File: src/rtl/deser_pkg.sv
package deser_pkg;

   typedef enum logic {
      ORDER_MSB_FIRST = 1'b0,
      ORDER_LSB_FIRST = 1'b1
   } bit_order_e;

endpackage

File: src/rtl/deser_shift.sv
module deser_shift
   import deser_pkg::*;
#(
   parameter int         W     = 16,
   parameter bit_order_e ORDER = ORDER_MSB_FIRST
) (
   input  logic         clk,
   input  logic         rst,
   input  logic         sdin,
   output logic [W-1:0] next_word
);

   localparam int KEEP = W - 1;

   logic [KEEP-1:0] stage;

   generate
      if (W < 4) begin : g_bad_width
         $error("deser_shift: W must be at least 4");
      end

      if (ORDER == ORDER_MSB_FIRST) begin : g_msb
         always_ff @(posedge clk) begin
            if (rst) stage <= '0;
            else     stage <= {stage[KEEP-2:0], sdin};
         end
         assign next_word = {stage, sdin};
      end else begin : g_lsb
         always_ff @(posedge clk) begin
            if (rst) stage <= '0;
            else     stage <= {sdin, stage[KEEP-1:1]};
         end
         assign next_word = {sdin, stage};
      end
   endgenerate

endmodule

File: src/rtl/deser_divider.sv
module deser_divider #(
   parameter int W  = 16,
   localparam int CW = $clog2(W)
) (
   input  logic          clk,
   input  logic          rst,
   input  logic          hold,
   output logic [CW-1:0] cnt,
   output logic          word_end,
   output logic          pclk
);

   localparam logic [CW-1:0] LAST = CW'(W - 1);

   generate
      if ((W & (W - 1)) != 0) begin : g_bad_pow2
         $error("deser_divider: W must be a power of two");
      end
   endgenerate

   always_ff @(posedge clk) begin
      if (rst)       cnt <= '0;
      else if (!hold) cnt <= cnt + 1'b1;
   end

   assign word_end = (cnt == LAST);
   assign pclk     = cnt[CW-1];

   // a held cycle leaves the counter where it was
   assert_hold_freezes_R5: assert property (@(posedge clk) disable iff (rst)
      hold |=> (cnt == $past(cnt)));

   // the parallel clock falls right after a word boundary
   assert_pclk_falls_R9: assert property (@(posedge clk) disable iff (rst)
      word_end |=> !pclk);

endmodule

File: src/rtl/deser_syncq.sv
module deser_syncq #(
   parameter int SYNC_MIN = 4,
   localparam int RW = $clog2(SYNC_MIN + 1)
) (
   input  logic clk,
   input  logic rst,
   input  logic sync_in,
   input  logic take,
   output logic arm
);

   localparam logic [RW-1:0] RUN_MAX  = RW'(SYNC_MIN);
   localparam logic [RW-1:0] RUN_FIRE = RW'(SYNC_MIN - 1);

   logic [RW-1:0] run;
   logic          fire;

   generate
      if (SYNC_MIN < 1) begin : g_bad_min
         $error("deser_syncq: SYNC_MIN must be at least 1");
      end
   endgenerate

   assign fire = sync_in && (run == RUN_FIRE);

   always_ff @(posedge clk) begin
      if (rst)           run <= '0;
      else if (!sync_in) run <= '0;
      else if (run != RUN_MAX) run <= run + 1'b1;
   end

   always_ff @(posedge clk) begin
      if (rst)       arm <= 1'b0;
      else if (fire) arm <= 1'b1;
      else if (take) arm <= 1'b0;
   end

   // arming needs sync seen high on the edge that armed it
   assert_arm_needs_sync_R4: assert property (@(posedge clk) disable iff (rst)
      $rose(arm) |-> $past(sync_in));

   // a slip that is taken disarms unless a new pulse qualifies at once
   assert_take_disarms_R7: assert property (@(posedge clk) disable iff (rst)
      (take && !fire) |=> !arm);

endmodule

File: src/rtl/sp_deser.sv
module sp_deser
   import deser_pkg::*;
#(
   parameter int         WORD_W   = 16,
   parameter int         SYNC_MIN = 4,
   parameter bit_order_e ORDER    = ORDER_MSB_FIRST,
   localparam int        CW       = $clog2(WORD_W)
) (
   input  logic              clk,
   input  logic              rst,
   input  logic              sdin,
   input  logic              sync_in,
   output logic [WORD_W-1:0] pword,
   output logic              wvalid,
   output logic              pclk
);

   logic [WORD_W-1:0] next_word;
   logic [CW-1:0]     cnt;
   logic              word_end;
   logic              arm;
   logic              take;

   deser_shift #(.W(WORD_W), .ORDER(ORDER)) u_shift (
      .clk       (clk),
      .rst       (rst),
      .sdin      (sdin),
      .next_word (next_word)
   );

   // slip is taken on the first cycle of a word period
   assign take = arm && (cnt == '0);

   deser_divider #(.W(WORD_W)) u_div (
      .clk      (clk),
      .rst      (rst),
      .hold     (take),
      .cnt      (cnt),
      .word_end (word_end),
      .pclk     (pclk)
   );

   deser_syncq #(.SYNC_MIN(SYNC_MIN)) u_syncq (
      .clk     (clk),
      .rst     (rst),
      .sync_in (sync_in),
      .take    (take),
      .arm     (arm)
   );

   always_ff @(posedge clk) begin
      if (rst) begin
         pword  <= '0;
         wvalid <= 1'b0;
      end else begin
         wvalid <= word_end;
         if (word_end) pword <= next_word;
      end
   end

   // the strobe never lasts two cycles
   assert_strobe_single_R3: assert property (@(posedge clk) disable iff (rst)
      wvalid |=> !wvalid);

   // the word only moves with a strobe
   assert_word_stable_R3: assert property (@(posedge clk) disable iff (rst)
      !wvalid |-> $stable(pword));

   // the parallel clock is low while the strobe is high
   assert_pclk_low_on_strobe_R9: assert property (@(posedge clk) disable iff (rst)
      wvalid |-> !pclk);

endmodule

File: config.mk
export PLATFORM = sky130hd
export DESIGN_NAME = sp_deser
export DESIGN_NICKNAME = d
export VERILOG_FILES = /design/src/rtl/deser_pkg.sv /design/src/rtl/deser_shift.sv /design/src/rtl/deser_divider.sv /design/src/rtl/deser_syncq.sv /design/src/rtl/sp_deser.sv
export SDC_FILE = /design/constraint.sdc
export NUM_CORES = 1
export LEC_CHECK = 0
export BUFFER_PORTS_ARGS = -buffer_cell sky130_fd_sc_hd__buf_2
export CAP_MARGIN = 10
export CORE_MARGIN = 5
export CORE_UTILIZATION = 40
export DETAILED_ROUTE_END_ITERATION = 8
export PLACE_DENSITY = 0.72
export SLEW_MARGIN = 25
export SYNTH_ARGS = -nofsm -noshare
export SYNTH_HDL_FRONTEND = slang
export SYNTH_SLANG_ARGS = --single-unit
File: constraint.sdc
create_clock -name clk -period 1.16 [get_ports clk]
set_input_delay 0.116 -clock clk [delete_from_list [all_inputs] [get_ports clk]]
set_output_delay 0.116 -clock clk [all_outputs]
set_load 0.05 [all_outputs]
### Word level (Yosys, flattened, before mapping)

Cells that the tools add are included.

| operators by class | value |
|---|---|
| $add $sub $neg | 2 |
| equal/unequal tests | 3 |
| multiplexer cells | 2 |
| bitwise gates (word level) | 1 |
| reductions and logical operators | 5 |

Operator list:

| kind | number |
|---|---|
| 4-bit by 1-bit adder with 4-bit output, second input constant | 1 |
| 4-bit equality test, second input constant | 1 |
| 4-bit zero test | 1 |
| 3-bit by 1-bit adder with 3-bit output, second input constant | 1 |
| 3-bit by 2-bit equality test with 1-bit output, second input constant | 1 |
| 3-bit != test, second input constant | 1 |
| 1-bit logical AND | 2 |
| 1-bit two-way mux | 2 |
| 2-bit nonzero test | 1 |
| 2-bit OR reduction | 1 |
| 1-bit inverter | 1 |

| storage, ports and cells | value |
|---|---|
| flip-flop bits (word level) | 40 |
| bits of input ports | 4 |
| logic and storage cells | 19 |

### Depth between registers and ports, before layout

Gate-level depths: netlist of run 1.

| depth | value |
|---|---|
| depth in word-level cells | 4 |
| mapped depth | 6 |
| gate-level depth less buffers | 5 |

### Modules after synthesis

A second synthesis of run 1 with hierarchy kept.

| second synthesis, totals | value |
|---|---|
| cell total of the unflattened synthesis | 127 |
| area, all modules | 1433.9 um^2 |

Modules (own cells, without submodules):

| module | instances | cells an instance | area each (um^2) | sequential area each (um^2) |
|---|---|---|---|---|
| sp_deser | 1 | 56 | 620.6 | 340.3 |
| deser_shift | 1 | 32 | 440.4 | 300.3 |
| deser_syncq | 1 | 22 | 200.2 | 80.1 |
| deser_divider | 1 | 17 | 172.7 | 80.1 |

### Worst setup path before layout of run 1

Ideal clock, no wire load.

| timing | value |
|---|---|
| path kind | reg2reg |
| start point | reg u_div.cnt[3] |
| end point | reg pword[13] |
| arrival | 1270 ps |
| required time | 1027 ps |
| setup slack | -244 ps |
| stages on the path, launching flop included | 5 |
| buffers on the path | 1 |
| path through | dfxtp_1 > nand3_2 > buf_2 > nand2_1 > a21oi_2 |

| between the ends | value |
|---|---|
| word-level cells in the longest chain between the ends | 1 |

RTL lines:

| item | RTL line | source |
|---|---|---|
| start, declared | deser_divider.sv:8 | `output logic [CW-1:0] cnt,` |
| start signal, assigned | deser_divider.sv:23 | `else if (!hold) cnt <= cnt + 1'b1;` |
| 4-bit equality test | deser_divider.sv:26 | `assign word_end = (cnt == LAST);` |
| end signal, assigned | sp_deser.sv:57 | `if (word_end) pword <= next_word;` |
| end, declared | sp_deser.sv:13 | `output logic [WORD_W-1:0] pword,` |

Every way passes these cells.
A chain may end at the register's enable or synchronous reset.

### Final worst setup path of run 1

| timing | value |
|---|---|
| start point | reg u_div.cnt[0] |
| end point | reg u_div.cnt[1] |

| between the ends | value |
|---|---|
| word-level cells in the longest chain between the ends | 2 |

RTL lines:

| item |
|---|
| branches (longest 2 deep; another with 4-bit by 1-bit adder with 4-bit output) |

Several ways; the timed one is not identified.

==> results of run 1 <==
[power by group through the flow]
stage                     registers (mW)  clock network [mW]  logic (mW)
after CTS                           1.41               0.758       0.127
after global routing                1.41               0.810       0.149
after detailed placement            1.44                   0      0.0974
final                               1.41               0.733       0.134
after floorplan                     1.44                   0      0.0649
after global placement              1.44                   0      0.0889
[timing repair]
item                                    CTS  global route
endpoints found under the setup margin   17            19
pin swaps                                 3             0
setup buffers                             3             1
hold buffers                              1             0
hold endpoints to repair                  1             0
cloned                                    1             0
gates resized for setup                   7             3
[through the flow]
| step | utilization (%) | hold WS, ns | instances | total power, mW |
|---|---|---|---|---|
| after floorplan | - | 0.244 | 145 | 1.50 |
| after global placement | 47.2 | 0.356 | 210 | 1.53 |
| after detailed placement | 47.2 | 0.360 | 210 | 1.54 |
| after CTS | 50.8 | 0.0133 | 223 | 2.30 |
| after global routing | 51.2 | 0.0238 | 224 | 2.37 |
| final | 51.2 | 0.0281 | 224 | 2.28 |
[per-layer routing]
layer | up-vias | share of wire [%] | wire length (um) | GRT usage [%]
li1 | 523 | - | - | -
met1 | 463 | 46 | 1200 | 13.4
met2 | 21 | 46 | 1200 | 19.6
met3 | 8 | 5.6 | 145 | 4.49
met4 | 0 | 2.3 | 61 | 7.45
met5 | - | 0 | 0 | 0
[layout make-up]
| type | count | share of cell area, % |
|---|---|---|
| Tap cell | 46 | 3.32 |
| Inverter | 5 | 1.08 |
| Clock inverter | 1 | 0.433 |
| Multi-Input combinational cell | 94 | 33.8 |
| Sequential cell | 40 | 46.6 |
| Timing Repair Buffer | 31 | 11.6 |
| Clock buffer | 7 | 3.17 |
[critical path, cell delays in order (launching register included)]
cell,delay [ns]
dfxtp_2,0.35
inv_2,0.08
ha_4,0.13
and4bb_2,0.29
mux2i_1,0.20
nor2_1,0.05
[placed cells by master (no fill, tap or decap), types with 2 or more instances in the layout]
master | Yosys | final
buf_4 | 0 | 8
dfxtp_1 | 40 | 36
nand2_2 | 3 | 3
nand2b_1 | 2 | 2
dfxtp_2 | 0 | 3
nor3_1 | 2 | 2
xnor2_1 | 3 | 3
a21oi_1 | 9 | 9
nand3_1 | 2 | 2
buf_2 | 3 | 20
nor2b_1 | 15 | 15
clkbuf_4 | 0 | 5
inv_1 | 5 | 3
a21oi_2 | 10 | 10
ha_1 | 5 | 3
inv_2 | 0 | 2
nand2_1 | 32 | 32
and3_4 | 0 | 2
nor2_1 | 4 | 4
[worst max path at each step]
stage            startpoint  cells past startpoint  slack, ns            to
2_1_floorplan  u_div.cnt[1]                      6      -0.01     pword[13]
3_3_place_gp   u_div.cnt[0]                      5      0.005  u_div.cnt[1]
3_5_place_dp   u_div.cnt[0]                      5      -0.10  u_div.cnt[1]
4_1_cts        u_div.cnt[0]                      5      -0.04  u_div.cnt[1]
5_1_grt        u_div.cnt[0]                      5      -0.12  u_div.cnt[1]
6_report       u_div.cnt[0]                      5      -0.06  u_div.cnt[1]
[sequential cells by signal, indices dropped and copies added (netlist names)]
| name | flops |
|---|---|
| pword | 16 |
| u_div.cnt | 4 |
| u_shift.stage | 15 |
| u_syncq.arm | 1 |
| u_syncq.run | 3 |
| wvalid | 1 |
[logic make-up after synthesis]
| kind of cell | Yosys count |
|---|---|
| AO/OA/AOI/OAI | 20 |
| XOR/XNOR | 4 |
| adder cells (fa/ha/maj) | 5 |
| buffers and inverters | 12 |
| flip-flops | 40 |
| multiplexers | 1 |
| AND/OR/NAND/NOR | 63 |
==> flow_metrics.py, run 1 <==
metrics = {
    "timing": {
        "setup_ws_ns": -0.0563,
        "min_period_ns": 1.22,
        "setup_viol": 1,
        "rsz0062_at_grt": "yes",
        "worst_pin_slew_ns": 0.265,
        "slew_headroom_pct": 82.3,
        "slew_violations": 0,
        "hold_violations": 0,
        "timing.setup.tns_ns": -0.0563,
        "fin_skew_ns": 0.0112,
        "clock.fmax_mhz": 822,
        "min_period_over_period_pct": 105,
    },
    "min_path": {
        "min_path_cells": 3,
        "min_from": "sync_in",
        "hp-class": "in -> reg",
        "hold_end": "u_syncq.arm",
    },
    "logic_synthesis": {
        "ys_ff_latch": 40,
        "synth_top_area_share_pct": 56.1,
        "synthSimpleGateAreaFrac_pct": 21.6,
        "synth_fa_ha_area_share_pct": 4.38,
        "synth_fp_nets": 154,
        "synth_xor_area_share_pct": 2.45,
        "ys_warn_count": 0,
        "synth.most_common_cell": "dfxtp_1",
        "synth-edff-count": 0,
        "synth_area_um2": 1430,
        "syn_inst": 145,
        "ys.flop_type": "dfxtp_1",
        "netlist_top_cells_count": "dfxtp_1 (40), nand2_1 (32), nor2b_1 (15), a21oi_2 (10), a21oi_1 (9)",
        "synthArstFlopShare_pct": 0,
        "synth_top_family_by_area": "simple AND/OR/NAND/NOR gates",
        "avgSynthCellArea_um2": 9.85,
        "yosys-top-cells-area": "dfxtp_1 (56%), nand2_1 (8.4%), nor2b_1 (6.6%)",
        "synth_largest_area_cell": "dfxtp_1",
        "synthMuxAreaShare_pct": 0.701,
        "synth_cell_type_count": 23,
        "synth_compound_area_share_pct": 9.64,
        "synth-seq-area-share_pct": 56.1,
    },
    "place": {
        "gp_congestion": 0.721,
        "place_area_um2": 1600,
        "pre_cts_ws_ns": -0.102,
        "dp_hpwl_mm": 1.79,
        "io_buffers": 21,
    },
    "floorplanning": {
        "fp.dieH_um": 69.7,
        "rows": 21,
        "ios": 22,
        "fp.dieW_um": 69.7,
        "core_area_um2": 3390,
        "start_util_pct": 42.1,
        "die_area_um2": 4860,
    },
    "worst_setup_path": {
        "r2r-start": "u_div.cnt[0]",
        "reg2reg_to": "u_div.cnt[1]",
        "path_class": "reg -> reg",
        "required_ns": 1.39,
        "r2r_cells": 5,
        "r2r_slack_ns": -0.06,
        "path_max_fanout": 4,
        "cp.arrival_ns": 1.45,
        "worstSetupStartpointType": "flop",
        "crit_path_end_kind": "flop",
    },
    "flow_run": {
        "maxCapViolCount": 0,
    },
    "global_route": {
        "antenna_found_initial": 0,
        "grt_usage_pct": 12.1,
        "grt_pass1_vias": 1079,
        "grt_pass1_wl_mm": 4.70,
        "grt_overflow": 0,
        "grt_max_degree": 15,
    },
    "routing": {
        "wl_per_cell_um": 11.6,
        "drt_drc_violations_left": 0,
        "drtPass1Iterations": 4,
        "wl_mm": 2.60,
        "drt_iter0_markers": 26,
        "final_antenna_net_count": 0,
        "viasPerCell": 4.53,
        "via_count": 1015,
    },
    "final_layout": {
        "drive_above_1_share_pct": 34.8,
        "n_antenna_cell": 0,
        "multi_input_area_um2": 586,
        "seq_area_um2": 808,
        "fillers": 329,
        "synthToLayoutAreaGrowth_pct": 21.5,
        "final_nets": 186,
        "final_area_um2": 1730,
    },
    "power": {
        "p_comb_share_pct": 5.9,
        "powerDensity_nw_per_um2": 1310,
        "pwr-share-clk_pct": 32.2,
        "p_int_mw": 1.76,
        "switchingPower_mw": 0.521,
        "pwr-share-seq_pct": 61.9,
        "switching_share_pct": 22.9,
        "leakage_nw": 0.679,
        "irDropWorstVdd_mv": 0.614,
    },
    "status": {
        "violations": "setup timing",
        "status": "finished, violations left",
    },
    "cts": {
        "path_clk_slew_ns": 0.10,
        "h-tree-depth": 2,
        "clockBufferDepth": 2,
        "cts-buffers-inserted": 5,
        "clock_latency_ns": 0.35,
        "cts_num_sinks": 40,
        "cts_root_buf": "clkbuf_4",
        "cts_tree": "done",
    },
}
Note: power is estimated with default switching activity, not from simulation.
==> run 2, diff against run 1 <==
Settings changed: BUFFER_PORTS_ARGS -buffer_cell sky130_fd_sc_hd__buf_2 to not set, DONT_BUFFER_PORTS set to 1, PLACE_DENSITY 0.72 to 0.66.
==> run 2 against run 1 <==
  * The flow finishes with violations (hold timing, setup timing)
  * Clock-buffer cell count down 1
  * Critical path depth unchanged
  * Sequential share of layout area down 4.8 points
  * Register-to-register slack better by 0.03 ns
  * Clock power up 20%
  * Clock skew up 0.0015 ns
  * Sequential power about the same
  * Routed wire length up 9.7%
  * Critical path type unchanged
  * Largest cell class unchanged
  * Highest routed layer unchanged
==> flow_metrics.py, run 2 (synthesis gave the netlist of run 1 again) <==
metrics = {
    "worst_setup_path": {
        "crit_chain": "inv_2 -> ha_4 -> and4bb_2 -> mux2i_1 -> nor2_1",
        "reg2reg_to": "u_div.cnt[1]",
        "r2r_slack_ns": -0.02,
        "path_buf_inv": 1,
        "slowest_stage": "dfxtp_2",
        "path_max_fanout": 4,
        "r2r_cells": 5,
        "cp_top_family": "flip-flops",
        "r2r-start": "u_div.cnt[0]",
        "required_ns": 1.39,
        "worstSetupStartpointType": "flop",
        "cpPeakStageDelay_ns": 0.35,
        "crit_path_end": "u_div.cnt[1]",
        "path_class": "reg -> reg",
        "cp.arrival_ns": 1.41,
        "crit_path_end_kind": "flop",
        "cp.depth": 5,
        "startpoint": "u_div.cnt[0]",
    },
    "timing": {
        "setup_viol": 2,
        "setup_ws_ns": -0.0230,
        "hold_violations": 6,
        "slew_headroom_pct": 68.4,
        "slew_violations": 0,
        "min_period_over_period_pct": 102,
        "rsz0062_at_grt": "yes",
        "worst_pin_slew_ns": 0.474,
        "clock.fmax_mhz": 845,
        "min_period_ns": 1.18,
        "fin_skew_ns": 0.0127,
        "hold_ws_ns": -0.0104,
    },
    "min_path": {
        "hp-class": "in -> reg",
    },
    "routing": {
        "drtPass1Iterations": 4,
        "viasPerCell": 4.59,
        "drt_drc_violations_left": 0,
        "via_count": 1078,
        "wl_per_cell_um": 12.1,
        "wl_mm": 2.85,
        "drt_iter0_markers": 38,
        "final_antenna_net_count": 0,
    },
    "final_layout": {
        "final_cell_mix": "dfxtp_1 (36), nand2_1 (32), buf_4 (22), dlygate4sd3_1 (18), nor2b_1 (15)",
        "n_antenna_cell": 0,
        "drive_above_1_share_pct": 29.6,
        "largest_register_ffs": 16,
        "fillers": 299,
        "final_common_cell": "dfxtp_1",
        "final_area_um2": 1930,
        "regMostFlops": "pword",
        "synthToLayoutAreaGrowth_pct": 35.3,
        "reg.largest.list": "pword (16), u_shift.stage (15), u_div.cnt (4)",
        "final_nets": 197,
    },
    "place": {
        "dp_hpwl_mm": 1.68,
        "io_buffers": 0,
        "pre_cts_ws_ns": -0.0611,
        "gp_congestion": 0.702,
        "place_area_um2": 1600,
    },
    "cts": {
        "cts_num_sinks": 40,
        "cts_tree": "done",
        "h-tree-depth": 2,
        "cts_root_buf": "clkbuf_4",
        "path_clk_slew_ns": 0.12,
        "cts-buffers-inserted": 5,
        "clockBufferDepth": 2,
        "clock_latency_ns": 0.34,
    },
    "floorplanning": {
        "ios": 22,
        "fp.dieW_um": 69.7,
        "core_area_um2": 3390,
        "rows": 21,
        "fp.dieH_um": 69.7,
        "start_util_pct": 42.1,
        "die_area_um2": 4860,
    },
    "global_route": {
        "grt_usage_pct": 11.9,
        "grt_max_degree": 31,
        "antenna_found_initial": 0,
        "grt_overflow": 0,
        "grt_pass1_wl_mm": 4.62,
        "grt_pass1_vias": 1049,
    },
    "flow_run": {
        "maxCapViolCount": 0,
    },
    "status": {
        "status": "finished, violations left",
        "violations": "hold timing, setup timing",
    },
    "power": {
        "powerDensity_nw_per_um2": 1250,
        "power.total_mw": 2.42,
        "irDropWorstVdd_mv": 0.701,
        "leakage_nw": 0.769,
    },
}
-- run 2: cell count changes in the layout (fill, tap and decap cells not counted), sizes merged --
cell,before,now
clkinvlp,1,0
clkinv,0,1
dlygate4sd3,1,18
clkbuf,7,6
bufinv,0,1
buf,30,24
-- run 2: per-layer routing --
layer / vias up / share of wire (%) / track usage (%)
met4: 0 / 0.98 / 4.89
met2: 17 / 52 / 20.9
met3: 4 / 4.3 / 4.20
met5: - / 0 / 0
li1: 549 / - / -
met1: 508 / 43 / 12.8
-- run 2: cell type report --
cell class	instances	area [um2]	area share, %
tap	46	57.6	2.98
clock inverter	2	35.0	1.81
sequential	40	808	41.8
clock buffer	6	41.3	2.14
inverter	5	18.8	0.972
timing repair buffer	42	385	19.9
multi-input combinational	94	586	30.3
-- run 2: where the power goes --
part	total [mW]	leakage [nW]	internal [mW]	switching, mW
Clock	0.876	0.0422	0.452	0.424
Combinational	0.138	0.401	0.0768	0.0609
Sequential	1.41	0.325	1.39	0.0180
-- run 2: worst min path at each step --
stage          cells after the start  from               end  slack (ns)
6_report                           2   rst          pword[6]       -0.01
2_1_floorplan                      1  sdin  u_shift.stage[0]        0.24
3_3_place_gp                       1   rst          pword[0]        0.18
4_1_cts                            2   rst          pword[3]        0.01
5_1_grt                            2   rst      u_div.cnt[1]       -0.01
3_5_place_dp                       1   rst          pword[1]        0.18
-- run 2: repair_timing --
action | CTS | global route
pin swaps | 4 | 2
resized for setup | 5 | 2
gates cloned | 1 | 0
hold endpoints to repair | 40 | 1
setup buffers | 3 | 1
setup endpoints to repair | 18 | 20
hold buffers | 11 | 8
-- run 2: metrics by stage --
stage          instances  util (%)  TNS, ns
3_5_place_dp         203      47.2   -0.156
4_1_cts              226      54.3  -0.0315
6_report             235      57.0  -0.0404
5_1_grt              235      57.0   -0.662
2_1_floorplan        145         -  -0.0268
3_3_place_gp         203      47.2        0
-- run 2: worst reg2reg max path, cell delays in order (launching register included) --
cell,delay [ns]
dfxtp_2,0.35
inv_2,0.07
ha_4,0.13
and4bb_2,0.28
mux2i_1,0.20
nor2_1,0.05
==> run 3, diff against run 2 <==
Settings changed: PLACE_DENSITY 0.66 to 0.64, SKIP_CTS_REPAIR_TIMING set to 1.
Clock period 1.16 ns to 1.25 ns, I/O delays scaled along.
==> run 3 against run 2 <==
  * The run ends with hold timing left
  * Non-clock buffer count down 3
  * First-iteration DRC count increased by 18%
  * Clock power down 26%
  * Combinational power fell by 33%
  * Utilization shrank 1.8 points
  * Global-route usage down 1.5 points
  * Highest routed layer unchanged
  * Final cell count shrank 1.7%
  * Largest cell class unchanged
  * Cell area shrank 3.2%
  * Power fell by 15%
  * Worst hold slack worse by 0.18 ns
==> flow_metrics.py, run 3 (synthesis gave the netlist of run 1 again) <==
metrics = {
    "timing": {
        "min_period_over_period_pct": 97.5,
        "setup_viol": 0,
        "worst_pin_slew_ns": 0.514,
        "min_period_ns": 1.22,
        "hold_violations": 22,
        "slew_headroom_pct": 65.7,
        "slew_violations": 0,
        "rsz0062_at_grt": "yes",
        "setup_ws_ns": 0.0317,
        "clock.fmax_mhz": 821,
        "fin_skew_ns": 0.0120,
        "timing.setup.tns_ns": 0,
        "hold_ws_ns": -0.187,
    },
    "worst_setup_path": {
        "required_ns": 1.49,
        "cp.arrival_ns": 1.46,
        "cpPeakStageDelay_ns": 0.39,
        "path_max_fanout": 4,
        "slowest_stage": "dfxtp_4",
        "path_class": "reg -> reg",
        "crit_chain": "inv_4 -> ha_4 -> and4bb_2 -> mux2i_1 -> nor2_1",
        "crit_path_end_kind": "flop",
        "worstSetupStartpointType": "flop",
    },
    "cts": {
        "cts_root_buf": "clkbuf_4",
        "clock_latency_ns": 0.35,
        "cts_tree": "done",
        "cts-buffers-inserted": 5,
        "path_clk_slew_ns": 0.12,
        "clockBufferDepth": 2,
        "h-tree-depth": 2,
        "cts_num_sinks": 40,
    },
    "final_layout": {
        "seq_area_um2": 810,
        "regMostFlops": "pword",
        "synthToLayoutAreaGrowth_pct": 30.9,
        "n_antenna_cell": 0,
        "drive_above_1_share_pct": 28.1,
        "final_common_cell": "dfxtp_1",
        "largest_register_ffs": 16,
        "final_area_um2": 1870,
        "multi_input_area_um2": 587,
        "fin_cells": 231,
        "final_nets": 193,
        "fillers": 309,
        "reg.largest.list": "pword (16), u_shift.stage (15), u_div.cnt (4)",
        "final_cell_mix": "dfxtp_1 (37), nand2_1 (32), buf_4 (22), dlygate4sd3_1 (17), nor2b_1 (15)",
    },
    "floorplanning": {
        "core_area_um2": 3390,
        "fp.dieW_um": 69.7,
        "die_area_um2": 4860,
        "ios": 22,
        "rows": 21,
        "fp.dieH_um": 69.7,
        "start_util_pct": 42.1,
    },
    "power": {
        "pwr-share-seq_pct": 64.1,
        "p_comb_share_pct": 4.5,
        "irDropWorstVdd_mv": 0.742,
        "switching_share_pct": 23.7,
        "pwr-share-clk_pct": 31.4,
        "powerDensity_nw_per_um2": 1100,
        "switchingPower_mw": 0.486,
        "leakage_nw": 0.745,
        "p_int_mw": 1.57,
    },
    "global_route": {
        "antenna_found_initial": 0,
        "grt_pass1_wl_mm": 4.06,
        "grt_overflow": 0,
        "grt_pass1_vias": 929,
        "grt_usage_pct": 10.3,
        "grt_max_degree": 39,
    },
    "status": {
        "violations": "hold timing",
        "status": "finished, violations left",
    },
    "place": {
        "dp_hpwl_mm": 1.62,
        "pre_cts_ws_ns": -0.0365,
        "dp.cells": 203,
        "gp_congestion": 0.721,
        "io_buffers": 0,
        "place_area_um2": 1580,
    },
    "routing": {
        "wl_mm": 2.66,
        "wl_per_cell_um": 11.5,
        "drtPass1Iterations": 3,
        "via_count": 1021,
        "drt_iter0_markers": 45,
        "drt_drc_violations_left": 0,
        "final_antenna_net_count": 0,
        "viasPerCell": 4.42,
    },
    "min_path": {
        "hp-class": "in -> reg",
    },
    "flow_run": {
        "maxCapViolCount": 0,
    },
}
run 3: area by class of cell:
class	instances	area share (%)
Tap cell	46	3.08
Inverter	5	1.27
Sequential cell	40	43.3
Timing Repair Buffer	39	17.9
Clock buffer	5	2.01
Clock inverter	3	1.00
Multi-Input combinational cell	93	31.4
run 3: metal layers:
layer,up-vias,track usage [%],part of all wire [%]
li1,537,-,-
met1,462,11.1,43
met2,16,17.5,51
met3,6,4.06,5.0
met4,0,5.53,1.5
met5,-,0,0
run 3: worst paths after layout:
kind         depth (start not counted)        startpoint           end  slack (ns)
min reg2reg                          2  u_shift.stage[4]      pword[5]        0.45
max                                  5      u_div.cnt[0]  u_div.cnt[1]        0.03
min                                  1               rst     pword[14]       -0.19
max reg2reg                          5      u_div.cnt[0]  u_div.cnt[1]        0.03
run 3: critical path, delay by kind of cell, from the launching register on:
family	cells	cell delay, ns
buf+inv	1	0.06
flops	1	0.39
simple gates	2	0.36
mux	1	0.19
fa+ha+maj	1	0.12
run 3: stage by stage:
stage / utilization [%] / power (mW)
after floorplan: - / 1.39
after global placement: 46.5 / 1.38
after detailed placement: 46.5 / 1.39
after CTS: 48.1 / 2.02
after global routing: 55.1 / 2.14
final: 55.1 / 2.05
run 3: power groups by stage:
| stage | registers (mW) | clock network (mW) | logic (mW) |
|---|---|---|---|
| 2_1_floorplan | 1.33 | 0 | 0.0596 |
| 3_3_place_gp | 1.33 | 0 | 0.0454 |
| 3_5_place_dp | 1.34 | 0 | 0.0511 |
| 4_1_cts | 1.31 | 0.657 | 0.0515 |
| 5_1_grt | 1.32 | 0.714 | 0.103 |
| 6_report | 1.31 | 0.644 | 0.0925 |
